--- config.mk ---
export PLATFORM = sky130hd
export DESIGN_NAME = rx_idle_timeout
export DESIGN_NICKNAME = d
export VERILOG_FILES = /design/src/rtl/rx_idle_pkg.sv /design/src/rtl/rx_idle_span.sv /design/src/rtl/rx_idle_cnt.sv /design/src/rtl/rx_idle_flag.sv /design/src/rtl/rx_idle_timeout.sv
export SDC_FILE = /design/constraint.sdc
export NUM_CORES = 1
export LEC_CHECK = 0
export BUFFER_PORTS_ARGS = -buffer_cell sky130_fd_sc_hd__buf_4
export CAP_MARGIN = 20
export CORE_ASPECT_RATIO = 0.75
export CORE_UTILIZATION = 50
export CTS_CLUSTER_SIZE = 30
export DETAILED_ROUTE_END_ITERATION = 16
export PLACE_DENSITY_LB_ADDON = 0.08
export SYNTH_ARGS = -nofsm -noshare
export SYNTH_HDL_FRONTEND = slang
export SYNTH_SLANG_ARGS = --single-unit
--- constraint.sdc ---
create_clock -name clk -period 5.5 [get_ports clk]
set_input_delay 0.55 -clock clk [delete_from_list [all_inputs] [get_ports clk]]
set_output_delay 0.55 -clock clk [all_outputs]
set_load 0.05 [all_outputs]
--- src/rtl/rx_idle_pkg.sv ---
// Package: shared constants and the idle-span formula for the receive
// idle/timeout detector. Assumes character length codes start at 5 bits.
package rx_idle_pkg;

    localparam int unsigned WORD_BASE  = 5;   // data bits for length code 0
    localparam int unsigned SPAN_MULT  = 4;   // bit periods per data bit
    localparam int unsigned SPAN_EXTRA = 12;  // fixed bit periods added

    // Channel index of the two parallel counters.
    typedef enum logic [0:0] {
        CH_SLEEP = 1'b0,
        CH_TMO   = 1'b1
    } idle_ch_e;

    // Idle span, in bit periods, for a given character length code.
    function automatic int unsigned span_bits(input int unsigned code);
        return SPAN_MULT * (WORD_BASE + code) + SPAN_EXTRA;
    endfunction

endpackage

--- src/rtl/rx_idle_span.sv ---
// Module: converts the character length code into the idle span in bit
// periods. Pure combinational; assumes CNT_W holds the largest span.
module rx_idle_span #(
    parameter int unsigned WLEN_W = 2,
    parameter int unsigned CNT_W  = 6
) (
    input  logic [WLEN_W-1:0] word_len,
    output logic [CNT_W-1:0]  span
);
    // Evaluate the span formula for the current length code.
    always_comb begin
        span = CNT_W'(rx_idle_pkg::span_bits(32'(word_len)));
    end
endmodule

--- src/rtl/rx_idle_cnt.sv ---
// Module: saturating count of consecutive qualifying samples. Restart has
// priority over advance. Reports whether the next value meets the span.
// Assumes the span is never zero.
module rx_idle_cnt #(
    parameter int unsigned CNT_W = 6
) (
    input  logic             clk,
    input  logic             rst_n,
    input  logic             restart,
    input  logic             advance,
    input  logic [CNT_W-1:0] span,
    output logic [CNT_W-1:0] cnt_q,
    output logic             hit_next
);
    logic [CNT_W-1:0] cnt_d;

    // Next count: clear, step up to the span, or hold.
    always_comb begin
        if (restart) begin
            cnt_d = '0;
        end else if (advance && (cnt_q < span)) begin
            cnt_d = cnt_q + 1'b1;
        end else begin
            cnt_d = cnt_q;
        end
        hit_next = (cnt_d >= span);
    end

    // Count register with synchronous active-low reset.
    always_ff @(posedge clk) begin
        if (!rst_n) begin
            cnt_q <= '0;
        end else begin
            cnt_q <= cnt_d;
        end
    end
endmodule

--- src/rtl/rx_idle_flag.sv ---
// Module: set/clear flag register, clear wins. Assumes set and clear are
// single-cycle qualified conditions from the owning channel.
module rx_idle_flag (
    input  logic clk,
    input  logic rst_n,
    input  logic set,
    input  logic clr,
    output logic flag_q
);
    // Flag register with clear priority and synchronous reset.
    always_ff @(posedge clk) begin
        if (!rst_n) begin
            flag_q <= 1'b0;
        end else if (clr) begin
            flag_q <= 1'b0;
        end else if (set) begin
            flag_q <= 1'b1;
        end
    end
endmodule

--- src/rtl/rx_idle_timeout.sv ---
// Module: receive idle detector with a sleep-idle channel and a FIFO-gated
// timeout channel sharing one mid-bit sample stream. Assumes samp_stb is
// one cycle per bit and samp_bit is valid with it.
module rx_idle_timeout #(
    parameter int unsigned WLEN_W = 2
) (
    input  logic              clk,
    input  logic              rst_n,
    input  logic              samp_stb,
    input  logic              samp_bit,
    input  logic [WLEN_W-1:0] word_len,
    input  logic              fifo_has_data,
    input  logic              data_rd,
    output logic              sleep_idle,
    output logic              rx_timeout
);
    import rx_idle_pkg::*;

    localparam int unsigned MAX_SPAN = span_bits((1 << WLEN_W) - 1);
    localparam int unsigned CNT_W    = $clog2(MAX_SPAN + 1);
    localparam int unsigned N_CH     = 2;

    logic [CNT_W-1:0] span;
    logic [N_CH-1:0]  ch_restart;
    logic [N_CH-1:0]  ch_advance;
    logic [N_CH-1:0]  ch_clr;
    logic [N_CH-1:0]  ch_hit;
    logic [N_CH-1:0]  ch_flag;
    logic [CNT_W-1:0] ch_cnt [N_CH];
    logic             activity;
    logic             high_smp;
    logic [CNT_W-1:0] sleep_cnt;
    logic [CNT_W-1:0] tmo_cnt;

    rx_idle_span #(.WLEN_W(WLEN_W), .CNT_W(CNT_W)) u_span (
        .word_len (word_len),
        .span     (span)
    );

    // Classify the current strobe as activity (low) or a high sample.
    always_comb begin
        activity = samp_stb && !samp_bit;
        high_smp = samp_stb && samp_bit;
    end

    // Per-channel restart, advance and flag-clear rules.
    always_comb begin
        ch_restart[CH_SLEEP] = activity;
        ch_advance[CH_SLEEP] = high_smp;
        ch_clr[CH_SLEEP]     = activity;
        ch_restart[CH_TMO]   = activity || data_rd || !fifo_has_data;
        ch_advance[CH_TMO]   = high_smp && fifo_has_data;
        ch_clr[CH_TMO]       = data_rd || !fifo_has_data;
    end

    for (genvar g = 0; g < N_CH; g++) begin : g_ch
        rx_idle_cnt #(.CNT_W(CNT_W)) u_cnt (
            .clk      (clk),
            .rst_n    (rst_n),
            .restart  (ch_restart[g]),
            .advance  (ch_advance[g]),
            .span     (span),
            .cnt_q    (ch_cnt[g]),
            .hit_next (ch_hit[g])
        );
        rx_idle_flag u_flag (
            .clk    (clk),
            .rst_n  (rst_n),
            .set    (ch_hit[g]),
            .clr    (ch_clr[g]),
            .flag_q (ch_flag[g])
        );
    end

    // Drive the outputs and name the counts for the bound checker.
    always_comb begin
        sleep_idle = ch_flag[CH_SLEEP];
        rx_timeout = ch_flag[CH_TMO];
        sleep_cnt  = ch_cnt[CH_SLEEP];
        tmo_cnt    = ch_cnt[CH_TMO];
    end
endmodule

Yosys cells after proc, flatten, opt, wreduce, memory -nomap -nowiden --
Cells that the tools add are included. W data, S select, Z words.
Word-level totals: output and inout port bits 2, bits of input ports 8, memory bits (read-only) 0, memories kept 0, word-level logic and storage cells 29, register bits 14, bits in writable memories 0, bits in latches 0
Cells by class: add/subtract/negate cells 4, multiply operators 0, bitwise gates (word level) 1, reductions and logical operators 12, muxes and demuxes 4, divide/modulo/power cells 0, shift-type cells 0, order comparisons 4, equality and inequality tests 0
Operator list (count):
- $mux W6 | 4
- $add A6 B1 Y6 const B | 2
- $ge A6 B6 Y1 | 2
- $lt A6 B6 Y1 | 2
- $add A6 B4 Y6 const B | 1
- $logic_and A1 B1 Y1 | 5
- $add A3 B2 Y4 const A | 1
- $reduce_or A2 Y1 | 2
- $logic_or A1 B1 Y1 | 3
- $logic_not A1 Y1 | 2
- $not A1 Y1 | 1

Logic depth before layout (Yosys ltp) --
word-level depth 7, depth in mapped cells 13, mapped depth without buffers 13

By module --
From an unflattened synthesis, not the netlist that was laid out.
Unflattened totals: cells, all modules 153, area, all modules 1328.8 um2
By module, submodules not included:
- rx_idle_cnt (g_ch[0].u_cnt) | seq. area each 120.1 um2, cells an instance 66, area an instance 569.3 um2, times used 1
- rx_idle_cnt (g_ch[1].u_cnt) | seq. area each 120.1 um2, cells an instance 67, area an instance 564.3 um2, times used 1
- rx_idle_span | seq. area each 0.0 um2, cells an instance 9, area an instance 76.3 um2, times used 1
- rx_idle_flag | seq. area each 20.0 um2, cells an instance 3, area an instance 36.3 um2, times used 2
- rx_idle_timeout | seq. area each 0.0 um2, cells an instance 5, area an instance 46.3 um2, times used 1

Least setup slack after synthesis --
No wires, ideal clock.
path type input to register, from in word_len[0], to reg g_ch[1].u_flag.flag_q, arrival time 2.613 ns, setup time 0.132 ns, cell stages on the path 12, slack 2.755 ns, buffers on the path 0, cells stage by stage ha_1 > xor2_1 > a21o_1 > nor4b_1 > xnor2_1 > nor2b_1 > ha_1 > nor2_1 > a21boi_0 > o211ai_1 > o221ai_1 > a221oi_1
On the way: longest elaborated chain between the ends 7
Ends and longest elaborated chain:
- start: declaration | RTL line rx_idle_timeout.sv:11 | input logic [WLEN_W-1:0] word_len,
- $add A3 B2 Y4 | RTL line rx_idle_pkg.sv:17 | return SPAN_MULT * (WORD_BASE + code) + SPAN_EXTRA;
- $add A6 B4 Y6 | RTL line rx_idle_pkg.sv:17
- $lt A6 B6 Y1 | RTL line rx_idle_cnt.sv:21 | end else if (advance && (cnt_q < span)) begin
- $logic_and A1 B1 Y1 | RTL line rx_idle_cnt.sv:21
- $mux W6 | RTL line rx_idle_cnt.sv:21
- $mux W6 | RTL line rx_idle_cnt.sv:19 | if (restart) begin
- named net g_ch[1].u_cnt.cnt_d[3] | RTL line rx_idle_cnt.sv:15 | logic [CNT_W-1:0] cnt_d;
- $ge A6 B6 Y1 | RTL line rx_idle_cnt.sv:26 | hit_next = (cnt_d >= span);
- end signal: assignment | RTL line rx_idle_flag.sv:13 | flag_q <= 1'b0;
- end signal: assignment | RTL line rx_idle_flag.sv:15 | flag_q <= 1'b0;
- end signal: assignment | RTL line rx_idle_flag.sv:17 | flag_q <= 1'b1;
- end: declaration | RTL line rx_idle_flag.sv:8 | output logic flag_q
The timed path passes the listed nets, and every way through them passes these cells. A chain may end at the register's enable or synchronous reset.

Worst setup path after layout --
Same ends and word-level chain as after synthesis.

==> impl_summary.md <==
Place
The number of buffer cells added on primary ports is 9. The placer's final routability congestion estimate is slightly above 0.9. At the placement stage, the worst setup path has a slack of 2.39 ns. Detailed placement finished with a half-perimeter wire length of approximately 1700 um. The placed instances occupy a cell area of 1080 sq um.

Critical path
The type of the worst setup path is in -> reg. The register-to-register setup slack is roughly 2.8 ns. The kind of end point of the critical path is a flip-flop.

The reg-to-reg startpoint is g_ch[0].u_cnt.cnt_q[3]$_SDFF_PN0_. The element type at the critical path start is an input pin. In this run the critical register-to-register path is captured at g_ch[0].u_flag.flag_q$_SDFFE_PP0P_.

The worst register-to-register path has a depth of 11. At the worst endpoint, the required time is between 5 and 6 ns. The arrival time reported for the critical path endpoint is between 2 and 3 ns. Of all nets on the critical path, the largest fanout is 7.

Job
The max-capacitance violation count is 0.

Power
Power spread over the standard cell area amounts to between 150 and 200 nW/um^2. The cell-internal power is 0.159 mW. The power share of the combinational group is 0.168. The fraction of power spent switching nets is 0.261. The clock network power share is 0.352. The fraction of power consumed by sequential logic is 0.480.

The worst-case vdd ir drop is roughly 0.14 mV. The analysis attributes to cell leakage a power of between 0.4 and 0.5 nW. The switching power summed over all nets is 0.0562 mW.

Clocking
For this design, the CTS-stage hold fixing added 0 buffers. The clock transition at the registers of the reported paths is approximately 0.090 ns. TritonCTS built the clock tree.

Counting every sink on the clock net gives 14. The maximum buffer depth of the clock tree is 2. The root buffer cell is sky130_fd_sc_hd__clkbuf_4. The insertion delay of the later-clocked pin in the worst-skew pair is about 0.30 ns.

The depth of the CTS H-tree is 1. Gates resized during post-CTS repair numbered 0. The post-CTS repair timing setup buffer count is 0. The number of buffers created by CTS is 3.

Timing
The hold violation count in the final report is 0. The fmax is 357 MHz. Measured against its own limit, the worst slew margin works out to 0.692. The final-report setup violation count is 0.

Dividing the final minimum period by the clock period gives 0.509. Subtracting the final worst setup slack from the clock period gives approximately 2.8 ns. After routing, the total negative slack on setup checks comes to 0 ns. The number of max-slew violations in the final report is 0. The worst hold slack is 0.491 ns. Clock skew on the completed layout was measured at about 0.014 ns. The worst-case setup margin in the final layout is between 2 and 3 ns. At the pin with the least slew margin, the transition time is around 0.46 ns. Setup repair after global routing left no endpoint under its margin.

Floorplan
The floorplan step defined a die boundary enclosing ~2200 sq um. The die height is about 40 um. From left edge to right edge, the die measures 53.3 um.

The region available for standard cell placement spans about 1800 sq um. The starting density of the core is 0.552. The number of rows created at floorplan is 13. During I/O placement, the number of pins put on the boundary was 10.

Final layout
Measured on the finished design, the core utilization comes to 0.626. With fillers left out, the area of the finished cells amounts to about 1100 sq um. The area added between synthesis and finish is 13.3%. The library cells used most frequently in the layout, excluding fill and tap cells, are sky130_fd_sc_hd__dfxtp_1, sky130_fd_sc_hd__nor2_1, sky130_fd_sc_hd__nand2_1. The most common cell after layout, fill and taps aside is sky130_fd_sc_hd__dfxtp_1. In the final layout, the share of cells above drive strength 1 is 0.122. For this run, the post-layout net count is 150. The number of antenna cells inserted is 0.

Synth
After synthesis, the share of cell area in mux cells is 0.0101. Of the total synthesized cell area, the portion taken by XOR and XNOR cells is 0.0797. The mean instance size in the synthesized netlist is approximately 8.4 sq um. The main combinational cell family by area after synthesis is simple AND/OR/NAND/NOR gates.

The post-synth design cell area is around 1000 sq um. The gate count of the mapped netlist is around 120. Synthesis produced a netlist with a net count of roughly 140.

The share of synthesized registers carrying an async set or reset is 0. Of the total synthesized cell area, the portion taken by full adders, half adders and majority gates is 0.127. Of the total synthesized cell area, the portion taken by AND, OR, NAND and NOR gates is 0.316. Summed over all instances, the cell type with the most area after synthesis is sky130_fd_sc_hd__dfxtp_1. The count of different cell masters after synthesis is 33. The share of the yosys chip area belonging to registers is 0.284. The fraction of synthesized cell area taken by the top area cell type is 0.284. The flip-flop cell with the highest count after synthesis is sky130_fd_sc_hd__dfxtp_1. Ranked by total cell area, the synthesized netlist is headed by sky130_fd_sc_hd__dfxtp_1, sky130_fd_sc_hd__ha_1, sky130_fd_sc_hd__xnor2_1.

The share of the synthesized area in compound gates (AO/OA/AOI/OAI) is 0.168. The number of enable-type register cells in the synthesized netlist is 0. During synthesis, Yosys emitted a total of 0 warnings.

After synthesis the netlist holds a flip-flop and latch count of 14.

Min path
The origin of the worst min-delay path is g_ch[0].u_cnt.cnt_q[1]$_SDFF_PN0_. For hold timing, the worst endpoint is g_ch[0].u_cnt.cnt_q[1]$_SDFF_PN0_. The path class of the tightest hold or removal check is reg -> reg. Counting instances, the worst hold path has a depth of 2.

Global routing
The number of global-route vias before repair came to between 600 and 700. The largest net degree at the start of global routing is 9. The total overflow left after global routing is 0. The number of antenna violations at the first check in global routing was 0. The global-route wire length before repair is around 3200 um. The total track usage is 0.218.

Outcome
The run finished with clean final reports.

Detailed routing
For this block, the initial DRC count from the detailed router was 31. The first detailed-routing pass took 4 iterations. The average wire per cell in the routed design is 13.3 um.

Dividing the detail-routed via count by the number of cells gives about 5.5. Once detail routing completed, the nets flagged for antenna violations numbered 0. The final route contains 841 vias. For this block, the routed nets add up to about 2000 um of wire.

The DRC violation count after routing is 0.
-- cells by family (layout without fill, tap and decap cells) --
logic type | after synthesis | in the layout
compound gates | 23 | 23
xor+xnor | 9 | 9
fa+ha+maj | 10 | 10
buf+inv | 4 | 17
flops | 14 | 14
mux | 1 | 1
simple gates | 57 | 57
-- how the worst max path moves through the flow --
stage	start	to	slack, ns
final	word_len[0]	g_ch[1].u_flag.flag_q$_SDFFE_PP0P_	2.70
after global routing	word_len[0]	g_ch[1].u_flag.flag_q$_SDFFE_PP0P_	2.52
after CTS	word_len[0]	g_ch[1].u_flag.flag_q$_SDFFE_PP0P_	2.71
after detailed placement	word_len[0]	g_ch[1].u_flag.flag_q$_SDFFE_PP0P_	2.39
after global placement	word_len[0]	g_ch[1].u_flag.flag_q$_SDFFE_PP0P_	2.49
after floorplan	word_len[0]	g_ch[1].u_flag.flag_q$_SDFFE_PP0P_	2.76
-- layout make-up --
| class | instances | area [sq um] |
|---|---|---|
| inverters | 4 | 15.0 |
| well taps | 22 | 27.5 |
| repair buffers | 9 | 67.6 |
| multi-input cells | 100 | 693 |
| clock buffers | 4 | 36.3 |
| fillers | 174 | 669 |
| flip-flops and latches | 14 | 280 |
-- worst max-delay path, cell delays in order --
cell	delay, ns
sky130_fd_sc_hd__buf_4	0.14
sky130_fd_sc_hd__ha_1	0.20
sky130_fd_sc_hd__xor2_1	0.19
sky130_fd_sc_hd__a21o_1	0.26
sky130_fd_sc_hd__nor4b_1	0.39
sky130_fd_sc_hd__xnor2_1	0.20
sky130_fd_sc_hd__nor2b_1	0.08
sky130_fd_sc_hd__ha_1	0.20
sky130_fd_sc_hd__nor2_1	0.11
sky130_fd_sc_hd__a21boi_0	0.25
sky130_fd_sc_hd__o211ai_1	0.12
sky130_fd_sc_hd__o221ai_1	0.19
sky130_fd_sc_hd__a221oi_1	0.09
-- registers in the layout, indices dropped and copies added, names as in the netlist --
signal,flops
g_ch.u_cnt.cnt_q,12
g_ch.u_flag.flag_q,2
-- per-stage QoR --
step | std cells | power [mW]
2_1_floorplan | 118 | 0.130
5_1_grt | 153 | 0.226
4_1_cts | 153 | 0.218
6_report | 153 | 0.215
3_5_place_dp | 149 | 0.141
3_3_place_gp | 149 | 0.141
-- power groups by stage --
stage	Clock [mW]	Sequential, mW	Combinational (mW)
floorplan	0	0.105	0.0249
global placement	0	0.106	0.0355
detailed placement	0	0.106	0.0358
CTS	0.0786	0.103	0.0360
global route	0.0834	0.103	0.0397
finish	0.0758	0.103	0.0361
-- synth_stat cells (2+ instances only) --
library cell	n
sky130_fd_sc_hd__dfxtp_1	14
sky130_fd_sc_hd__nor2_1	13
sky130_fd_sc_hd__nand2_1	12
sky130_fd_sc_hd__ha_1	10
sky130_fd_sc_hd__nor2b_1	8
sky130_fd_sc_hd__xnor2_1	7
sky130_fd_sc_hd__o21ai_0	5
sky130_fd_sc_hd__a21oi_1	4
sky130_fd_sc_hd__inv_1	4
sky130_fd_sc_hd__nand2b_1	4
sky130_fd_sc_hd__nand3_1	4
sky130_fd_sc_hd__nor3_1	3
sky130_fd_sc_hd__nor4b_1	3
sky130_fd_sc_hd__a21boi_0	2
sky130_fd_sc_hd__a21o_1	2
sky130_fd_sc_hd__a31oi_1	2
sky130_fd_sc_hd__and3_1	2
sky130_fd_sc_hd__nand4_1	2
sky130_fd_sc_hd__o21ai_1	2
sky130_fd_sc_hd__xor2_1	2
-- layer usage --
metal / share of wire / global-route usage
met1: 0.55 / 0.332
met2: 0.36 / 0.278
met3: 0.080 / 0.0795
met4: 0.0088 / 0.0395
met5: 0 / 0
Note: power is estimated with default switching activity, not from simulation.
